<file path="src/rtl/cts_pkg.sv">
package cts_pkg;

    localparam int NUM_LINES = 4;
    localparam int IDX_W     = $clog2(NUM_LINES);
    localparam int RANK_W    = IDX_W;
    localparam int TAG_W     = 20;
    localparam int WORD_W    = 32;
    localparam int CAUSES    = 4;

    localparam int VALID_BIT = WORD_W - 1;
    localparam int CAUSE_LO  = 8;
    localparam int RANK_LO   = 4;

    typedef logic [TAG_W-1:0]  tag_t;
    typedef logic [RANK_W-1:0] rank_t;
    typedef logic [IDX_W-1:0]  idx_t;
    typedef logic [CAUSES-1:0] cause_flags_t;

    typedef enum logic [1:0] {
        CAUSE_BUS_RD   = 2'd0,
        CAUSE_PREFETCH = 2'd1,
        CAUSE_RXQ_HINT = 2'd2,
        CAUSE_BUS_WR   = 2'd3
    } cause_e;

    typedef struct packed {
        logic         valid;
        cause_flags_t cause;
        tag_t         tag;
    } line_st_t;

    typedef line_st_t [NUM_LINES-1:0] line_vec_t;
    typedef rank_t    [NUM_LINES-1:0] rank_vec_t;

    localparam rank_t RANK_LRU = rank_t'(NUM_LINES - 1);

    // code 0 lands on the top flag (word bit 11), code 3 on the bottom (bit 8)
    function automatic cause_flags_t cause_onehot(cause_e c);
        cause_flags_t f;
        f = '0;
        f[CAUSES-1-int'(c)] = 1'b1;
        return f;
    endfunction

    function automatic logic [WORD_W-1:0] status_word(line_st_t l, rank_t r);
        logic [WORD_W-1:0] w;
        w = '0;
        w[VALID_BIT]              = l.valid;
        w[CAUSE_LO +: CAUSES]     = l.cause;
        w[RANK_LO +: RANK_W]      = r;
        return w;
    endfunction

endpackage

</file>
<file path="src/rtl/cts_match.sv">
module cts_match
    import cts_pkg::*;
(
    input  line_vec_t              lines,
    input  tag_t                   probe,
    output logic [NUM_LINES-1:0]   match_vec,
    output logic                   any_match,
    output idx_t                   match_idx
);

    for (genvar i = 0; i < NUM_LINES; i++) begin : g_cmp
        assign match_vec[i] = lines[i].valid && (lines[i].tag == probe);
    end

    assign any_match = |match_vec;

    always_comb begin
        match_idx = '0;
        for (int i = NUM_LINES - 1; i >= 0; i--) begin
            if (match_vec[i]) match_idx = idx_t'(i);
        end
    end

endmodule

</file>
<file path="src/rtl/cts_victim.sv">
module cts_victim
    import cts_pkg::*;
(
    input  line_vec_t lines,
    input  rank_vec_t ranks,
    output idx_t      victim
);

    logic found_free;
    idx_t free_idx;
    idx_t lru_idx;

    always_comb begin
        found_free = 1'b0;
        free_idx   = '0;
        lru_idx    = '0;
        for (int i = 0; i < NUM_LINES; i++) begin
            if (ranks[i] == RANK_LRU) lru_idx = idx_t'(i);
        end
        for (int i = NUM_LINES - 1; i >= 0; i--) begin
            if (!lines[i].valid) begin
                found_free = 1'b1;
                free_idx   = idx_t'(i);
            end
        end
        victim = found_free ? free_idx : lru_idx;
    end

endmodule

</file>
<file path="src/rtl/cts_rank_touch.sv">
module cts_rank_touch
    import cts_pkg::*;
(
    input  rank_vec_t ranks_in,
    input  logic      touch,
    input  idx_t      line,
    output rank_vec_t ranks_out
);

    rank_t old_rank;
    assign old_rank = ranks_in[line];

    for (genvar i = 0; i < NUM_LINES; i++) begin : g_lane
        always_comb begin
            if (!touch) begin
                ranks_out[i] = ranks_in[i];
            end else if (idx_t'(i) == line) begin
                ranks_out[i] = '0;
            end else if (ranks_in[i] < old_rank) begin
                ranks_out[i] = ranks_in[i] + rank_t'(1);
            end else begin
                ranks_out[i] = ranks_in[i];
            end
        end
    end

endmodule

</file>
<file path="src/rtl/cts_tracker.sv">
module cts_tracker
    import cts_pkg::*;
(
    input  logic                          clk,
    input  logic                          rst,
    input  logic                          lk_valid,
    input  logic [TAG_W-1:0]              lk_tag,
    output logic                          lk_hit,
    output logic [IDX_W-1:0]              lk_line,
    input  logic                          fill_valid,
    input  logic [TAG_W-1:0]              fill_tag,
    input  logic [1:0]                    fill_cause,
    input  logic                          inv_valid,
    input  logic [IDX_W-1:0]              inv_line,
    output logic [IDX_W-1:0]              victim_line,
    output logic [NUM_LINES*WORD_W-1:0]   status_words
);

    line_vec_t lines_q, lines_f, lines_d;
    rank_vec_t ranks_q, ranks_f, ranks_d;
    logic [NUM_LINES-1:0] match_vec;
    logic any_match;

    // stage 1: fill into the victim of the registered state
    cts_victim u_victim (
        .lines  (lines_q),
        .ranks  (ranks_q),
        .victim (victim_line)
    );

    cts_rank_touch u_touch_fill (
        .ranks_in  (ranks_q),
        .touch     (fill_valid),
        .line      (victim_line),
        .ranks_out (ranks_f)
    );

    always_comb begin
        lines_f = lines_q;
        if (fill_valid) begin
            lines_f[victim_line].valid = 1'b1;
            lines_f[victim_line].cause = cause_onehot(cause_e'(fill_cause));
            lines_f[victim_line].tag   = fill_tag;
        end
    end

    // stage 2: lookup sees the post-fill state
    cts_match u_match (
        .lines     (lines_f),
        .probe     (lk_tag),
        .match_vec (match_vec),
        .any_match (any_match),
        .match_idx (lk_line)
    );

    assign lk_hit = lk_valid && any_match;

    cts_rank_touch u_touch_look (
        .ranks_in  (ranks_f),
        .touch     (lk_hit),
        .line      (lk_line),
        .ranks_out (ranks_d)
    );

    // stage 3: invalidate, rank untouched
    always_comb begin
        lines_d = lines_f;
        if (inv_valid) begin
            lines_d[inv_line].valid = 1'b0;
            lines_d[inv_line].cause = '0;
        end
    end

    always_ff @(posedge clk) begin
        if (rst) begin
            lines_q <= '0;
            for (int i = 0; i < NUM_LINES; i++) ranks_q[i] <= rank_t'(i);
        end else begin
            lines_q <= lines_d;
            ranks_q <= ranks_d;
        end
    end

    for (genvar i = 0; i < NUM_LINES; i++) begin : g_word
        assign status_words[i*WORD_W +: WORD_W] = status_word(lines_q[i], ranks_q[i]);
    end

    // ---------------- assertions ----------------
    logic [NUM_LINES-1:0] rank_seen;
    logic [NUM_LINES-1:0] valid_vec;

    always_comb begin
        rank_seen = '0;
        for (int i = 0; i < NUM_LINES; i++) begin
            rank_seen[ranks_q[i]] = 1'b1;
            valid_vec[i] = lines_q[i].valid;
        end
    end

    AST_RANK_PERMUTATION: assert property (@(posedge clk) disable iff (rst)
        rank_seen == '1);

    AST_HIT_BECOMES_MRU: assert property (@(posedge clk) disable iff (rst)
        lk_hit |=> ranks_q[$past(lk_line)] == '0);

    AST_SINGLE_MATCH: assert property (@(posedge clk) disable iff (rst)
        lk_valid |-> $countones(match_vec) <= 1);

    AST_FILL_SETS_LINE: assert property (@(posedge clk) disable iff (rst)
        (fill_valid && !(inv_valid && inv_line == victim_line))
        |=> lines_q[$past(victim_line)].valid
            && $countones(lines_q[$past(victim_line)].cause) == 1);

    AST_INVALIDATE_CLEARS: assert property (@(posedge clk) disable iff (rst)
        inv_valid |=> !lines_q[$past(inv_line)].valid
                      && lines_q[$past(inv_line)].cause == '0);

    AST_VICTIM_FREE_FIRST: assert property (@(posedge clk) disable iff (rst)
        !(&valid_vec) |-> !lines_q[victim_line].valid);

    AST_VICTIM_LRU_WHEN_FULL: assert property (@(posedge clk) disable iff (rst)
        (&valid_vec) |-> ranks_q[victim_line] == RANK_LRU);

endmodule

</file>
<file path="config.mk">
export PLATFORM = sky130hd
export DESIGN_NAME = cts_tracker
export DESIGN_NICKNAME = d
export VERILOG_FILES = /design/src/rtl/cts_pkg.sv /design/src/rtl/cts_match.sv /design/src/rtl/cts_victim.sv /design/src/rtl/cts_rank_touch.sv /design/src/rtl/cts_tracker.sv
export SDC_FILE = /design/constraint.sdc
export NUM_CORES = 1
export LEC_CHECK = 0
export BUFFER_PORTS_ARGS = -buffer_cell sky130_fd_sc_hd__buf_2
export CORE_MARGIN = 2
export CORE_UTILIZATION = 30
export CTS_BUF_LIST = sky130_fd_sc_hd__clkbuf_2
export DETAILED_ROUTE_END_ITERATION = 8
export PLACE_DENSITY = 0.59
export REMOVE_ABC_BUFFERS = 1
export SYNTH_ARGS = -nofsm -noshare
export SYNTH_HDL_FRONTEND = slang
export SYNTH_SLANG_ARGS = --single-unit
export TNS_END_PERCENT = 30
</file>
<file path="constraint.sdc">
create_clock -name clk -period 4.15 [get_ports clk]
set_input_delay 0.83 -clock clk [delete_from_list [all_inputs] [get_ports clk]]
set_output_delay 0.83 -clock clk [all_outputs]
set_load 0.1 [all_outputs]
</file>
==> key figures <==
Outcome
  – Outcome: complete, but fails checks
  – Failing checks: setup timing

Timing
  – Fin. max-slew vios: 0
  – Final setup vio count: 5
  – Max Clock Skew: 0.0382 ns
  – Slew HR: 29.3%
  – Period minus WS final: 4.46 ns
  – Worst-margin pin slew: 1.05 ns
  – Fin. Hold Viols: 0
  – Period utilisation layout: 107%
  – Hold Slack: 0.385 ns
  – RSZ-0062 raised after global routing: yes
  – Fin worst setup slack: -0.308 ns
  – Top achievable clock speed: 224 MHz

Finish
  – Design Area, Final: 10400 um2
  – Area delta synth->final: 35.2%
  – Fraction of layout cells with a size suffix above 1: 32.6%
  – Nets: 1387
  – Fillers: 2627

Global routing
  – Global-route wire length before repair: 45.6 mm
  – Total global routing track utilization: 22.6%
  – Grt total ovfl: 0
  – Largest net degree at the start of global routing: 59
  – Initial antenna violation count: 1
  – Vias in the first global route: 7720

Drt
  – Drt via density: 4.96
  – First-pass DRT Iterations: 6
  – Routed WL per cell: 18.5 um
  – DRT iter0 DRCs: 608
  – Residual DRC: 0
  – Routed vias: 8243
  – Final ANT Viol Nets: 0
  – Routed WL: 30.7 mm

Floorplanning
  – Die ar.: 26900 um2
  – Chip Width: 164 um
  – Io pins: 182
  – Core area: 25100 um2
  – DIE HEIGHT: 164 um
  – Initial Utilization: 30.5%
  – Row count: 58

Setup path
  – Critical Path Source Type: flop
  – Crit path DAT: 3.63 ns
  – Reg2Reg Launch Point: status_words[100]
  – Req. time, crit path: 3.32 ns
  – Bufs and invs on worst path: 6
  – Critical path's slowest cell: dfxtp_4
  – Crit path largest cell delay: 0.44 ns
  – Reg-to-reg setup timing slack: -0.04 ns
  – Worst Path Max Fanout: 4
  – Crit end category: primary output
  – FF-to-FF path depth: 24
  – Reg-to-Reg End: status_words[36]
  – CP Cell Sequence: ha_4 > buf_6 > nand3b_1 > o221ai_4 > clkinvlp_4 > buf_4 > buf_6 > nor2_4 > mux2i_4 > o21ai_4 > buf_4 > a41oi_4 > buf_12
  – Setup CP Type: reg -> out
  – Cell family with most CP delay: buffers and inverters

CTS
  – Clock Pin Slew Worst Setup and Hold Paths: 0.37 ns
  – CTS tree: done
  – Worst-Skew Late Latency: 0.68 ns
  – TritonCTS Sinks: 108
  – Largest buffer count on any clock path: 2
  – Clock root buffer: clkbuf_2
  – Hold_buf cts: 0
  – H-tree levels: 3
  – CTS Buf Count: 9

Synth
  – EDFF count, synth: 0
  – Yosys reg bits: 108
  – Most area-hungry cell type in the Yosys netlist: dfxtp_1
  – Ys async rst share: 0%
  – Count leader, synth: nand2_1
  – Post-Syn Area: 7670 um2
  – Sequential share of the synthesized area: 28.2%
  – Commonest cells post-synth: nand2_1 (194), buf_4 (120), dfxtp_1 (108)
  – Yosys cell types: 73
  – Yosys warning count: 0
  – Syn Inst Count: 1047
  – Top FF cell, synth: dfxtp_1
  – Synth area leaders: dfxtp_1 (28%), buf_4 (12%), nand2_1 (9.5%)
  – Share of the synthesized area in the top cell type: 28.2%
  – Synth Area per Inst: 7.32 um2

Power and ir drop
  – Combinational group share of total power: 44.1%
  – Sw frac: 47.3%
  – Internal Power: 1.57 mW
  – LEAKAGE: 4.30 nW
  – Clock power share: 18.7%
  – Flop pwr share: 37.3%
  – Worst VDD drop: 0.000135 V
  – P_sw: 1.41 mW
  – PD cells: 287 nW/um2

Placed design
  – Final Wtd Congestion: 0.983
  – Placed cell area: 9590 um2
  – IO Port Bufs: 81
  – DP HPWL: 23.6 mm

Worst hold path
  – Hold_sp: fill_tag[19]
  – Hold-critical path depth: 3
  – Min-delay worst type: in -> reg
  – Worst hold endpoint: lines_q[44]

Job
  – Max cap viols: 0
[power by group through the flow]
stage	clock network [mW]	registers, mW	logic [mW]
after global routing	0.602	1.11	1.38
after detailed placement	0	1.12	1.20
final	0.555	1.11	1.31
after global placement	0	1.12	1.19
after CTS	0.569	1.11	1.24
after floorplan	0	1.22	0.682
[worst max path at each step]
stage,startpoint,to,slack [ns],cells past startpoint
final,status_words[100],lk_hit,-0.31,13
after detailed placement,lk_tag[9],status_words[100],-0.59,19
after global placement,lk_tag[9],status_words[100],-0.54,19
after floorplan,status_words[101],status_words[100],-3.67,17
after global routing,status_words[100],lk_hit,-0.41,13
after CTS,status_words[100],lk_line[1],-0.34,14
[per-stage QoR]
stage / instances / setup TNS [ns] / worst slack (ns) / utilization, % / total power [mW]
after floorplan: 972 / -33.33 / -3.67 / - / 1.90
after global placement: 1619 / -3.62 / -0.540 / 38.2 / 2.31
after detailed placement: 1619 / -4.13 / -0.595 / 38.2 / 2.32
after CTS: 1655 / -2.64 / -0.340 / 40.0 / 2.92
after global routing: 1663 / -2.46 / -0.414 / 41.3 / 3.10
final: 1663 / -0.806 / -0.308 / 41.3 / 2.98
[registers in the layout (all words and copies together) (netlist names)]
register,flops
lines_q,80
status_words,28
[metal layers]
metal  GRT usage, %  share of wire [%]
met1           29.4                 43
met2           37.3                 47
met3           3.48                6.4
met4           9.53                3.5
met5              0                  0
[worst register-to-register path, cell delays in order (launching register included)]
cell and delay (ns):
dfxtp_4 0.44, ha_4 0.16, buf_6 0.12, nand3b_1 0.19, o221ai_4 0.25, buf_6 0.18
buf_4 0.13, buf_4 0.11, nand3_1 0.10, a21oi_2 0.22, a211oi_4 0.06, buf_4 0.15
nand4_1 0.15, nand2_1 0.11, or3_4 0.34, a21oi_2 0.13, o21ba_4 0.17, buf_6 0.14
ha_4 0.15, nand2b_4 0.15, nor3_4 0.23, o21a_1 0.20, a211oi_2 0.05, o21ai_1 0.15
a41oi_1 0.06
[logic make-up (layout without fill, tap and decap cells)]
kind of cell             Yosys count  in the layout  synth area share (%)
adder cells (fa/ha/maj)           11             11                  1.80
other                              1            101                0.0489
multiplexers                      13             13                  1.71
buffers and inverters            200            386                  15.9
AND/OR/NAND/NOR                  459            459                  29.9
XOR/XNOR                          53             53                  6.05
AO/OA/AOI/OAI                    202            202                  16.5
flip-flops                       108            108                  28.2
[final cells by class]
class                           count  area (um2)  area share, %
Clock inverter                      7        77.6          0.748
Inverter                           26         110           1.06
Timing Repair inverter              1        7.51         0.0724
Clock buffer                        9        45.0          0.434
Tap cell                          330         413           3.98
Sequential cell                   108        2170           20.9
Antenna cell                        1        2.50         0.0241
Multi-Input combinational cell    838        5050           48.7
Timing Repair Buffer              343        2490           24.1
[timing repair]
item                       CTS  global route
gates cloned                 1             0
buffers inserted            19             9
resized for setup           49            55
pin swaps                   13            22
setup endpoints to repair   11            11
[cells in the final DEF (no fill, tap or decap), drive strengths merged, types with 11 or more instances in the layout]
cell and count:
buf 343, nand2 195, dfxtp 108, a21oi 108, conb 100, nand2b 70
xnor2 45, nor2 39, nand3 36, nand4 34, inv 29, o21ai 28
nor3 23, nor4 17, nor2b 12, mux2i 12, o2111ai 11, ha 11
Note: power is estimated with default switching activity, not from simulation.
